### src/rtl/ecc4_pack_pkg.sv
package ecc4_pack_pkg;
  typedef enum logic {
    LAYOUT_TABLE = 1'b0,
    LAYOUT_INFIX = 1'b1
  } layout_e;

  typedef enum logic [1:0] {
    PG_512  = 2'd0,
    PG_2048 = 2'd1,
    PG_4096 = 2'd2,
    PG_RSVD = 2'd3
  } page_e;

  localparam int unsigned WORD_W     = 32;
  localparam int unsigned NUM_WORDS  = 4;
  localparam int unsigned NUM_PAIRS  = NUM_WORDS / 2;
  localparam int unsigned PAIR_BYTES = 5;
  localparam int unsigned CODE_BYTES = NUM_PAIRS * PAIR_BYTES;
  localparam int unsigned PAD_BYTES  = 6;
  localparam int unsigned SEG_BYTES  = PAD_BYTES + CODE_BYTES;
  localparam logic [WORD_W-1:0] FIELD_MASK = 32'h03FF_03FF;
endpackage

### src/rtl/ecc4_byte_interleave.sv
module ecc4_byte_interleave
  import ecc4_pack_pkg::*;
(
  input  logic [NUM_WORDS*WORD_W-1:0] raw_i,
  output logic [CODE_BYTES*8-1:0]     code_o
);
  for (genvar g = 0; g < NUM_PAIRS; g++) begin : g_pair
    logic [WORD_W-1:0] p0, p1;
    assign p0 = raw_i[(2*g)*WORD_W   +: WORD_W] & FIELD_MASK;
    assign p1 = raw_i[(2*g+1)*WORD_W +: WORD_W] & FIELD_MASK;

    assign code_o[(g*PAIR_BYTES+0)*8 +: 8] = p0[7:0];
    assign code_o[(g*PAIR_BYTES+1)*8 +: 8] = {p0[21:16], p0[9:8]};
    assign code_o[(g*PAIR_BYTES+2)*8 +: 8] = {p1[3:0], p0[25:22]};
    assign code_o[(g*PAIR_BYTES+3)*8 +: 8] = {p1[17:16], p1[9:4]};
    assign code_o[(g*PAIR_BYTES+4)*8 +: 8] = p1[25:18];
  end
endmodule

### src/rtl/ecc4_spare_addr.sv
module ecc4_spare_addr
  import ecc4_pack_pkg::*;
#(
  parameter int unsigned CHUNK_W = 3,
  parameter int unsigned ADDR_W  = 7,
  parameter int unsigned IDX_W   = 5
) (
  input  layout_e             layout_i,
  input  page_e               page_i,
  input  logic [CHUNK_W-1:0]  chunk_i,
  input  logic [IDX_W-1:0]    idx_i,
  output logic [ADDR_W-1:0]   addr_o,
  output logic                pad_o,
  output logic [IDX_W-1:0]    code_idx_o
);
  localparam int unsigned BASE_2K = 24;
  localparam int unsigned BASE_4K = 48;

  int unsigned chunk_eff;
  int unsigned idx;
  int unsigned addr_int;

  always_comb begin
    idx = int'(idx_i);
    unique case (page_i)
      PG_512:  chunk_eff = 0;
      PG_2048: chunk_eff = int'(chunk_i) & 3;
      default: chunk_eff = int'(chunk_i);
    endcase

    pad_o      = 1'b0;
    code_idx_o = idx_i;
    if (layout_i == LAYOUT_INFIX) begin
      addr_int = chunk_eff * SEG_BYTES + idx;
      pad_o    = (idx < PAD_BYTES);
      code_idx_o = pad_o ? '0 : IDX_W'(idx - PAD_BYTES);
    end else begin
      unique case (page_i)
        PG_512: begin
          // skip factory marker (5) and reserved 8..12
          if (idx < 5)      addr_int = idx;
          else if (idx < 7) addr_int = idx + 1;
          else              addr_int = idx + 6;
        end
        PG_2048: addr_int = BASE_2K + chunk_eff * CODE_BYTES + idx;
        default: addr_int = BASE_4K + chunk_eff * CODE_BYTES + idx;
      endcase
    end
    addr_o = ADDR_W'(addr_int);
  end
endmodule

### src/rtl/ecc4_emit_seq.sv
module ecc4_emit_seq #(
  parameter int unsigned IDX_W = 5
) (
  input  logic             clk_i,
  input  logic             rst_ni,
  input  logic             start_i,
  input  logic [IDX_W-1:0] len_i,
  output logic             accept_o,
  output logic             busy_o,
  output logic [IDX_W-1:0] idx_o,
  output logic             done_o
);
  logic             busy_q, done_q;
  logic [IDX_W-1:0] idx_q, last_q;

  assign accept_o = start_i && !busy_q;

  always_ff @(posedge clk_i or negedge rst_ni) begin
    if (!rst_ni) begin
      busy_q <= 1'b0;
      done_q <= 1'b0;
      idx_q  <= '0;
      last_q <= '0;
    end else begin
      done_q <= 1'b0;
      if (accept_o) begin
        busy_q <= 1'b1;
        idx_q  <= '0;
        last_q <= len_i - 1'b1;
      end else if (busy_q) begin
        if (idx_q == last_q) begin
          busy_q <= 1'b0;
          done_q <= 1'b1;
        end else begin
          idx_q <= idx_q + 1'b1;
        end
      end
    end
  end

  assign busy_o = busy_q;
  assign idx_o  = idx_q;
  assign done_o = done_q;

  assert_done_after_burst_R9: assert property (@(posedge clk_i) disable iff (!rst_ni)
    $fell(busy_q) |-> done_q);
  assert_done_single_R9: assert property (@(posedge clk_i) disable iff (!rst_ni)
    done_q |=> !done_q);
  assert_done_idle_R9: assert property (@(posedge clk_i) disable iff (!rst_ni)
    done_q |-> !busy_q);
  assert_idx_steps_R1: assert property (@(posedge clk_i) disable iff (!rst_ni)
    busy_q && !$past(accept_o) && $past(busy_q) |-> idx_q == $past(idx_q) + 1'b1);
endmodule

### src/rtl/ecc4_spare_packer.sv
module ecc4_spare_packer
  import ecc4_pack_pkg::*;
#(
  parameter int unsigned CHUNK_W = 3,
  parameter int unsigned ADDR_W  = 7
) (
  input  logic                        clk_i,
  input  logic                        rst_ni,
  input  logic                        start_i,
  input  logic                        layout_i,
  input  logic [1:0]                  page_code_i,
  input  logic [CHUNK_W-1:0]          chunk_i,
  input  logic [NUM_WORDS*WORD_W-1:0] raw_ecc_i,
  output logic                        busy_o,
  output logic                        wr_valid_o,
  output logic [ADDR_W-1:0]           wr_addr_o,
  output logic [7:0]                  wr_data_o,
  output logic                        done_o
);
  localparam int unsigned RAW_W = NUM_WORDS * WORD_W;
  localparam int unsigned IDX_W = $clog2(SEG_BYTES) + 1;

  logic                  accept;
  logic [IDX_W-1:0]      idx, code_idx, len;
  logic                  pad;
  layout_e               layout_q;
  page_e                 page_q;
  logic [CHUNK_W-1:0]    chunk_q;
  logic [RAW_W-1:0]      raw_q;
  logic [CODE_BYTES*8-1:0] code;
  logic [7:0]            code_byte;

  assign len = (layout_i == LAYOUT_INFIX) ? IDX_W'(SEG_BYTES) : IDX_W'(CODE_BYTES);

  always_ff @(posedge clk_i or negedge rst_ni) begin
    if (!rst_ni) begin
      layout_q <= LAYOUT_TABLE;
      page_q   <= PG_512;
      chunk_q  <= '0;
      raw_q    <= '0;
    end else if (accept) begin
      layout_q <= layout_e'(layout_i);
      page_q   <= page_e'(page_code_i);
      chunk_q  <= chunk_i;
      raw_q    <= raw_ecc_i;
    end
  end

  ecc4_emit_seq #(.IDX_W(IDX_W)) i_seq (
    .clk_i    (clk_i),
    .rst_ni   (rst_ni),
    .start_i  (start_i),
    .len_i    (len),
    .accept_o (accept),
    .busy_o   (busy_o),
    .idx_o    (idx),
    .done_o   (done_o)
  );

  ecc4_byte_interleave i_ilv (
    .raw_i  (raw_q),
    .code_o (code)
  );

  ecc4_spare_addr #(.CHUNK_W(CHUNK_W), .ADDR_W(ADDR_W), .IDX_W(IDX_W)) i_addr (
    .layout_i   (layout_q),
    .page_i     (page_q),
    .chunk_i    (chunk_q),
    .idx_i      (idx),
    .addr_o     (wr_addr_o),
    .pad_o      (pad),
    .code_idx_o (code_idx)
  );

  assign code_byte  = code[{code_idx, 3'b000} +: 8];
  assign wr_data_o  = pad ? 8'hFF : code_byte;
  assign wr_valid_o = busy_o;

  assert_start_latency_R1: assert property (@(posedge clk_i) disable iff (!rst_ni)
    start_i && !busy_o |=> wr_valid_o);
  assert_skip_marker_R4: assert property (@(posedge clk_i) disable iff (!rst_ni)
    wr_valid_o && layout_q == LAYOUT_TABLE && page_q == PG_512
    |-> wr_addr_o != 5 && (wr_addr_o < 8 || wr_addr_o > 12));
  assert_table_step_R5: assert property (@(posedge clk_i) disable iff (!rst_ni)
    wr_valid_o && $past(wr_valid_o) && layout_q == LAYOUT_TABLE && page_q != PG_512
    |-> wr_addr_o == ADDR_W'($past(wr_addr_o) + 1'b1));
  assert_pad_ff_R7: assert property (@(posedge clk_i) disable iff (!rst_ni)
    wr_valid_o && layout_q == LAYOUT_INFIX && wr_addr_o[3:0] < 4'd6 |-> wr_data_o == 8'hFF);
  assert_busy_hold_R10: assert property (@(posedge clk_i) disable iff (!rst_ni)
    busy_o && start_i |=> $stable(raw_q) && $stable(chunk_q) && $stable(layout_q));
endmodule

### config.mk
export PLATFORM = sky130hd
export DESIGN_NAME = ecc4_spare_packer
export DESIGN_NICKNAME = d
export VERILOG_FILES = /design/src/rtl/ecc4_pack_pkg.sv /design/src/rtl/ecc4_byte_interleave.sv /design/src/rtl/ecc4_spare_addr.sv /design/src/rtl/ecc4_emit_seq.sv /design/src/rtl/ecc4_spare_packer.sv
export SDC_FILE = /design/constraint.sdc
export NUM_CORES = 1
export LEC_CHECK = 0
export ABC_CLOCK_PERIOD_IN_PS = 3500
export BUFFER_PORTS_ARGS = -buffer_cell sky130_fd_sc_hd__buf_2
export CAP_MARGIN = 20
export CORE_UTILIZATION = 25
export CTS_BUF_LIST = sky130_fd_sc_hd__clkbuf_16
export DETAILED_ROUTE_END_ITERATION = 12
export GPL_TIMING_DRIVEN = 0
export PLACE_DENSITY = 0.5
export SLEW_MARGIN = 10
export SYNTH_ARGS = -nofsm -noshare
export SYNTH_HDL_FRONTEND = slang
export SYNTH_SLANG_ARGS = --single-unit
### constraint.sdc
create_clock -name clk_i -period 3.5 [get_ports clk_i]
set_input_delay 0.525 -clock clk_i [delete_from_list [all_inputs] [get_ports clk_i]]
set_output_delay 0.525 -clock clk_i [all_outputs]
set_load 0.02 [all_outputs]
== Word-level counts from Yosys, hierarchy flattened ==
Index checks and enable logic that the tools add are counted.
Operators by class
  add/subtract/negate cells: 10
  $mul: 1
  order comparisons: 3
  equality and inequality tests: 3
  shift-type cells: 1
  mux-type cells: 19
  reductions and logical operators: 5
Operators by type and width (count)
  indexed part select 80 x 9 -> 8 bit: 1
  multiplier 32 x 3 -> 6 bit, second input constant: 1
  2-to-1 mux 5 bit: 6
  adder 7 x 5 -> 7 bit: 3
  less-than comparator 5 x 3 -> 1 bit, second input constant: 3
  2-to-1 mux 7 bit: 2
  one-hot mux 7 bit (2 select lines): 1
  2-to-1 mux 8 bit: 1
  adder 5 x 7 -> 7 bit, first input constant: 1
  adder 6 x 7 -> 7 bit, first input constant: 1
  2-to-1 mux 1 bit: 7
  adder 5 x 1 -> 6 bit, second input constant: 1
  adder 5 x 3 -> 6 bit, second input constant: 1
  2-to-1 mux 6 bit: 1
  one-hot mux 3 bit (2 select lines): 1
  adder 5 x 1 -> 5 bit, second input constant: 1
  == test 5 bit: 1
  subtractor 5 x 1 -> 5 bit, second input constant: 1
  subtractor 5 x 3 -> 5 bit, second input constant: 1
  == test 2 x 1 -> 1 bit, second input constant: 1
  logical NOT 2 bit: 1
  != test 2 bit, second input constant: 1
  AND reduction 2 bit: 1
  nonzero test 2 bit: 1
  2 further kinds: 2
Storage, ports and cells
  flip-flop bits (word level): 140
  bits of input ports: 137
  output and inout bits: 18
  word-level logic and storage cells: 50

== Longest topological paths before layout ==
  word-level depth: 7
  mapped depth: 14
  depth with buffers taken out: 13

== Cells and area by module ==
A second synthesis with hierarchy kept.
Second synthesis, totals
  cells, all modules: 664
  area, all modules: 8050.2 um^2
By module, submodules not included
  ecc4_spare_packer: instances 1, cells each 381, area each 5764.3 um^2, seq. area each 3353.2 um^2
  ecc4_spare_addr: instances 1, cells each 127, area each 940.9 um^2, seq. area each 0.0 um^2
  ecc4_emit_seq: instances 1, cells each 76, area each 744.5 um^2, seq. area each 300.3 um^2
  ecc4_byte_interleave: instances 1, cells each 80, area each 600.6 um^2, seq. area each 0.0 um^2

== Least setup slack after synthesis ==
Ideal clock, no wire load.
  path type: reg2out
  start: register page_q[0]
  end: output wr_addr_o[6]
  data arrival time: 3.103 ns
  data required time: 2.975 ns
  path slack: -0.128 ns
  cell stages (with the launch flop): 15
  buffers on the path: 1
  cells stage by stage: dfrtp_1 clkbuf_1 nor2_1 nor2b_1 ha_1 ha_1 inv_1 ha_1 inv_1 ha_1 nor2b_1 o21a_1 or3_1 a41oi_1 o211ai_1
On the way
  cells in the longest elaborated chain, start to end: 7
  elaborated cells on any way between the ends: 11
  classes of those cells: add/sub (5); mul (1); eq/ne (1); mux (3); reduce/logical (1)
RTL lines
  start: declaration: line ecc4_spare_packer.sv:27  | page_e page_q;
  start signal: assignment: line ecc4_spare_packer.sv:43  | page_q <= page_e'(page_code_i);
  == test 2 x 1 -> 1 bit / logical NOT 2 bit (equally long branches): line ecc4_spare_addr.sv:25, ecc4_spare_addr.sv:38
  one-hot mux 3 bit (2 select lines): line ecc4_spare_addr.sv:25  | unique case (page_i)
  multiplier 32 x 3 -> 6 bit: line ecc4_spare_addr.sv:45, ecc4_spare_addr.sv:46
  adder 6 x 7 -> 7 bit / adder 5 x 7 -> 7 bit (equally long branches): line ecc4_spare_addr.sv:46, ecc4_spare_addr.sv:45
  adder 7 x 5 -> 7 bit, on equally long branches: line ecc4_spare_addr.sv:46, ecc4_spare_addr.sv:45
  one-hot mux 7 bit (2 select lines): line ecc4_spare_addr.sv:38  | unique case (page_i)
  2-to-1 mux 7 bit *: line ecc4_spare_addr.sv:33  | if (layout_i == LAYOUT_INFIX) begin
  end: declaration: line ecc4_spare_packer.sv:16  | output logic [ADDR_W-1:0] wr_addr_o,
Mark *: on every way between the ends. The rest lies on a longest branch, timed or not.

== Final worst setup path ==
  start: register page_q[1]
  end: output wr_addr_o[6]
Same word-level chain as after synthesis.

==> results by group <==
Run status
  • Status: finished, violations left
  • Failing checks: negative setup slack

Finish
  • Area grow syn2layout: 31.5%
  • Final cell count without fillers: 1051
  • Final net count: 930
  • Fillcell total: 2296
  • Layout cells sized above 1: 26.7%
  • # diodes: 0
  • Most common cell after layout, fill and taps aside: nand2_1
  • Most frequent cells in the layout: 269 x nand2_1, 102 x buf_2, 90 x dfrtp_1

Floorplan
  • Die Span Y: 148 µm
  • Core box area: 21000 µm²
  • Die Area: 21900 µm²
  • I/O pin count: 155
  • Die X: 148 µm
  • Rows: 53
  • Initial Util: 25.5%

GRT
  • Initial antenna violation count: 0
  • First-pass GRT wire length: 27000 µm
  • Largest net degree at the start of global routing: 56
  • Vias in the first global route: 4796
  • Gr usage total: 16.5%
  • GRT overflow: 0

Detailed routing
  • Final wirelength: 17400 µm
  • First-pass iteration count of the detailed router: 6
  • Routed wire per std cell: 16.6 µm
  • Iter 0 DRT Violations: 211
  • Via density: 4.52
  • Antenna-violating nets left: 0
  • Vias: 4753
  • Post-route DRC: 0

CTS
  • H-tree Lvls: 3
  • CTS Hold Bufs: 0
  • Clk slew on worst S/H paths: 0.07 ns
  • CTS Buf Count: 9
  • Clock buffer depth: 2
  • Root Driver: clkbuf_16
  • Worst skew pair latency: 0.36 ns
  • Clock Sinks: 94
  • CTS tree: done

Timing
  • Max-slew headroom: 50.6%
  • Slew @ Worst Pin: 0.741 ns
  • Tmin final: 3.62 ns
  • Hold_ws: 0.230 ns
  • Setup WS post-layout: -0.123 ns
  • Final Slew Violations: 0
  • Final Hold Viols: 0
  • RSZ-0062 raised after global routing: true
  • Setup-failing EPs final: 1
  • Max Clock Freq: 0.276 GHz
  • Final Cycle Share: 104%
  • Fin Clk Skew: 0.00903 ns

Setup path
  • CP max FO: 2
  • Crit path cell chain: buf_6 -> nor2_4 -> nor2b_4 -> ha_4 -> ha_4 -> inv_2 -> ha_4 -> inv_4 -> ha_4 -> nor2b_1 -> o21a_1 -> or3_1 -> a41oi_2 -> o211ai_1 -> buf_4
  • Worst path max stage delay: 0.40 ns
  • CP Data Arrival Time: 3.10 ns
  • Worst setup EP type: primary output
  • Startpoint Class: register
  • CP startpoint: page_q[1]$_DFFE_PN0P_
  • Origin of the critical flop-to-flop path: i_seq.busy_o$_DFF_PN0_
  • Delay-heaviest family, CP: adder cells
  • Crit path top cell by count: ha_4
  • CP Buf/Inv Count: 4
  • Critical path class: register to primary output
  • CP Data Required Time: 2.97 ns
  • Slowest CP cell: dfrtp_1

Pwr
  • P_leak: 3.55 nW
  • Peak supply drop: 0.561 mV
  • Power density cells: 1100 nW/µm²

Placed design
  • DP Wirelength: 12600 µm
  • Placed Cells: 1013
  • Placer Congestion: 0.819
  • IO buf count: 106

Synthesis
  • Mapped Cells: 631
  • Synth Area in XOR/XNOR: 1.31%
  • Warning count from the yosys run: 0
  • Most used flip-flop cell after synthesis: dfrtp_1
  • Simple-gate portion of the synthesized area: 24.9%
  • Seq/Total Area, Yosys: 44.1%
  • Compound-Gate Fraction of Synth Area: 10.7%
  • Post-synthesis adder-cell area fraction: 5.81%
  • Cell variety after synth: 54
  • Post-synthesis register bit count: 94
  • Syn Area/Cell: 8.46 µm²
  • Largest family of logic cells by synthesized area: simple AND/OR/NAND/NOR gates
  • Cell Area, Synth: 5340 µm²
  • Number of flops mapped to enable cells by yosys: 0
  • Post-synthesis net count: 790
  • Mux share of post-synthesis cell area: 8.51%
  • Share of synthesized registers carrying an async set or reset: 100%

Job
  • Max-cap viol count: 0

Worst hold path
  • HP Class: input port to async pin
## path summary, 6_finish.rpt
check / cells past startpoint / to / slack (ns)
max in group asynchronous: 2 / page_q[0]$_DFFE_PN0P_ / 2.57
setup / recovery: 15 / wr_addr_o[6] / -0.12
hold / removal: 1 / raw_q[17]$_DFFE_PN0P_ / 0.23
setup reg to reg: 6 / raw_q[104]$_DFFE_PN0P_ / 1.45
hold reg to reg: 2 / raw_q[84]$_DFFE_PN0P_ / 0.47
min in group clk_i: 3 / raw_q[52]$_DFFE_PN0P_ / 0.35
## what timing repair did
action	in CTS	in global routing
resized for setup	48	21
cloned	0	1
buffers inserted	18	4
pin swaps	15	13
endpoints found under the setup margin	12	12
## cells in the mapped netlist (4+ instances only)
master | count | area share (%)
nor2_1 | 14 | 0.98
and2_1 | 4 | 0.47
o21ai_0 | 9 | 0.84
a221o_1 | 7 | 1.3
mux2_2 | 11 | 2.3
inv_1 | 16 | 1.1
nor2b_1 | 4 | 0.47
buf_2 | 4 | 0.37
nor3_1 | 5 | 0.47
xnor2_1 | 5 | 0.82
clkbuf_1 | 29 | 2.0
dfrtp_1 | 94 | 44
ha_1 | 20 | 4.7
o21ai_1 | 7 | 0.66
a22o_1 | 7 | 1.1
a21oi_1 | 26 | 2.4
nand3_1 | 6 | 0.56
nand2_1 | 269 | 19
o22ai_1 | 4 | 0.47
mux2i_1 | 33 | 6.2
## cells by family after synthesis
logic type / Yosys count
flip-flops: 94
buffers and inverters: 56
adder cells (fa/ha/maj): 24
multiplexers: 44
AND/OR/NAND/NOR: 321
XOR/XNOR: 8
AO/OA/AOI/OAI: 84
## metrics by stage
step	power [mW]	instance area, µm²	util (%)	TNS (ns)	setup WS, ns
floorplan	4.67	5350	-	0	0.00477
global placement	5.87	6220	29.7	-2.58	-0.465
detailed placement	5.91	6240	29.8	-2.73	-0.496
CTS	7.47	6870	32.8	-0.167	-0.167
global route	8.33	7020	33.5	-0.382	-0.232
finish	7.75	7020	33.5	-0.123	-0.123
## state kept, by name (all words and copies together) (netlist names)
register / flops
i_seq.done_o: 1
i_seq.last_q: 2
raw_q: 80
i_seq.idx_o: 5
chunk_q: 3
i_seq.busy_o: 1
page_q: 2
## where the power goes
part	internal, mW	switching (mW)	total (mW)	leakage, nW
combinational	2.11	2.69	4.80	2.23
clock	0.622	0.434	1.06	0.158
sequential	1.59	0.300	1.89	1.16
total	4.33	3.42	7.75	3.55
## final cells by class
cell class	count	area, µm²	area share [%]
multi-input cells	481	2930	41.7
flip-flops and latches	94	2360	33.6
repair buffers	130	786	11.2
well taps	275	344	4.90
clock buffers	9	225	3.21
plain buffers	39	220	3.14
clock inverters	7	90.1	1.28
inverters	16	66.3	0.945
## routing by layer
layer,global-route usage (%),up-vias,share of wire (%)
met1,22.6,2263,48
met5,0,-,0
met4,5.21,0,1.2
met2,27.0,98,47
li1,-,2378,-
met3,1.87,14,3.2
Note: power is estimated with default switching activity, not from simulation.
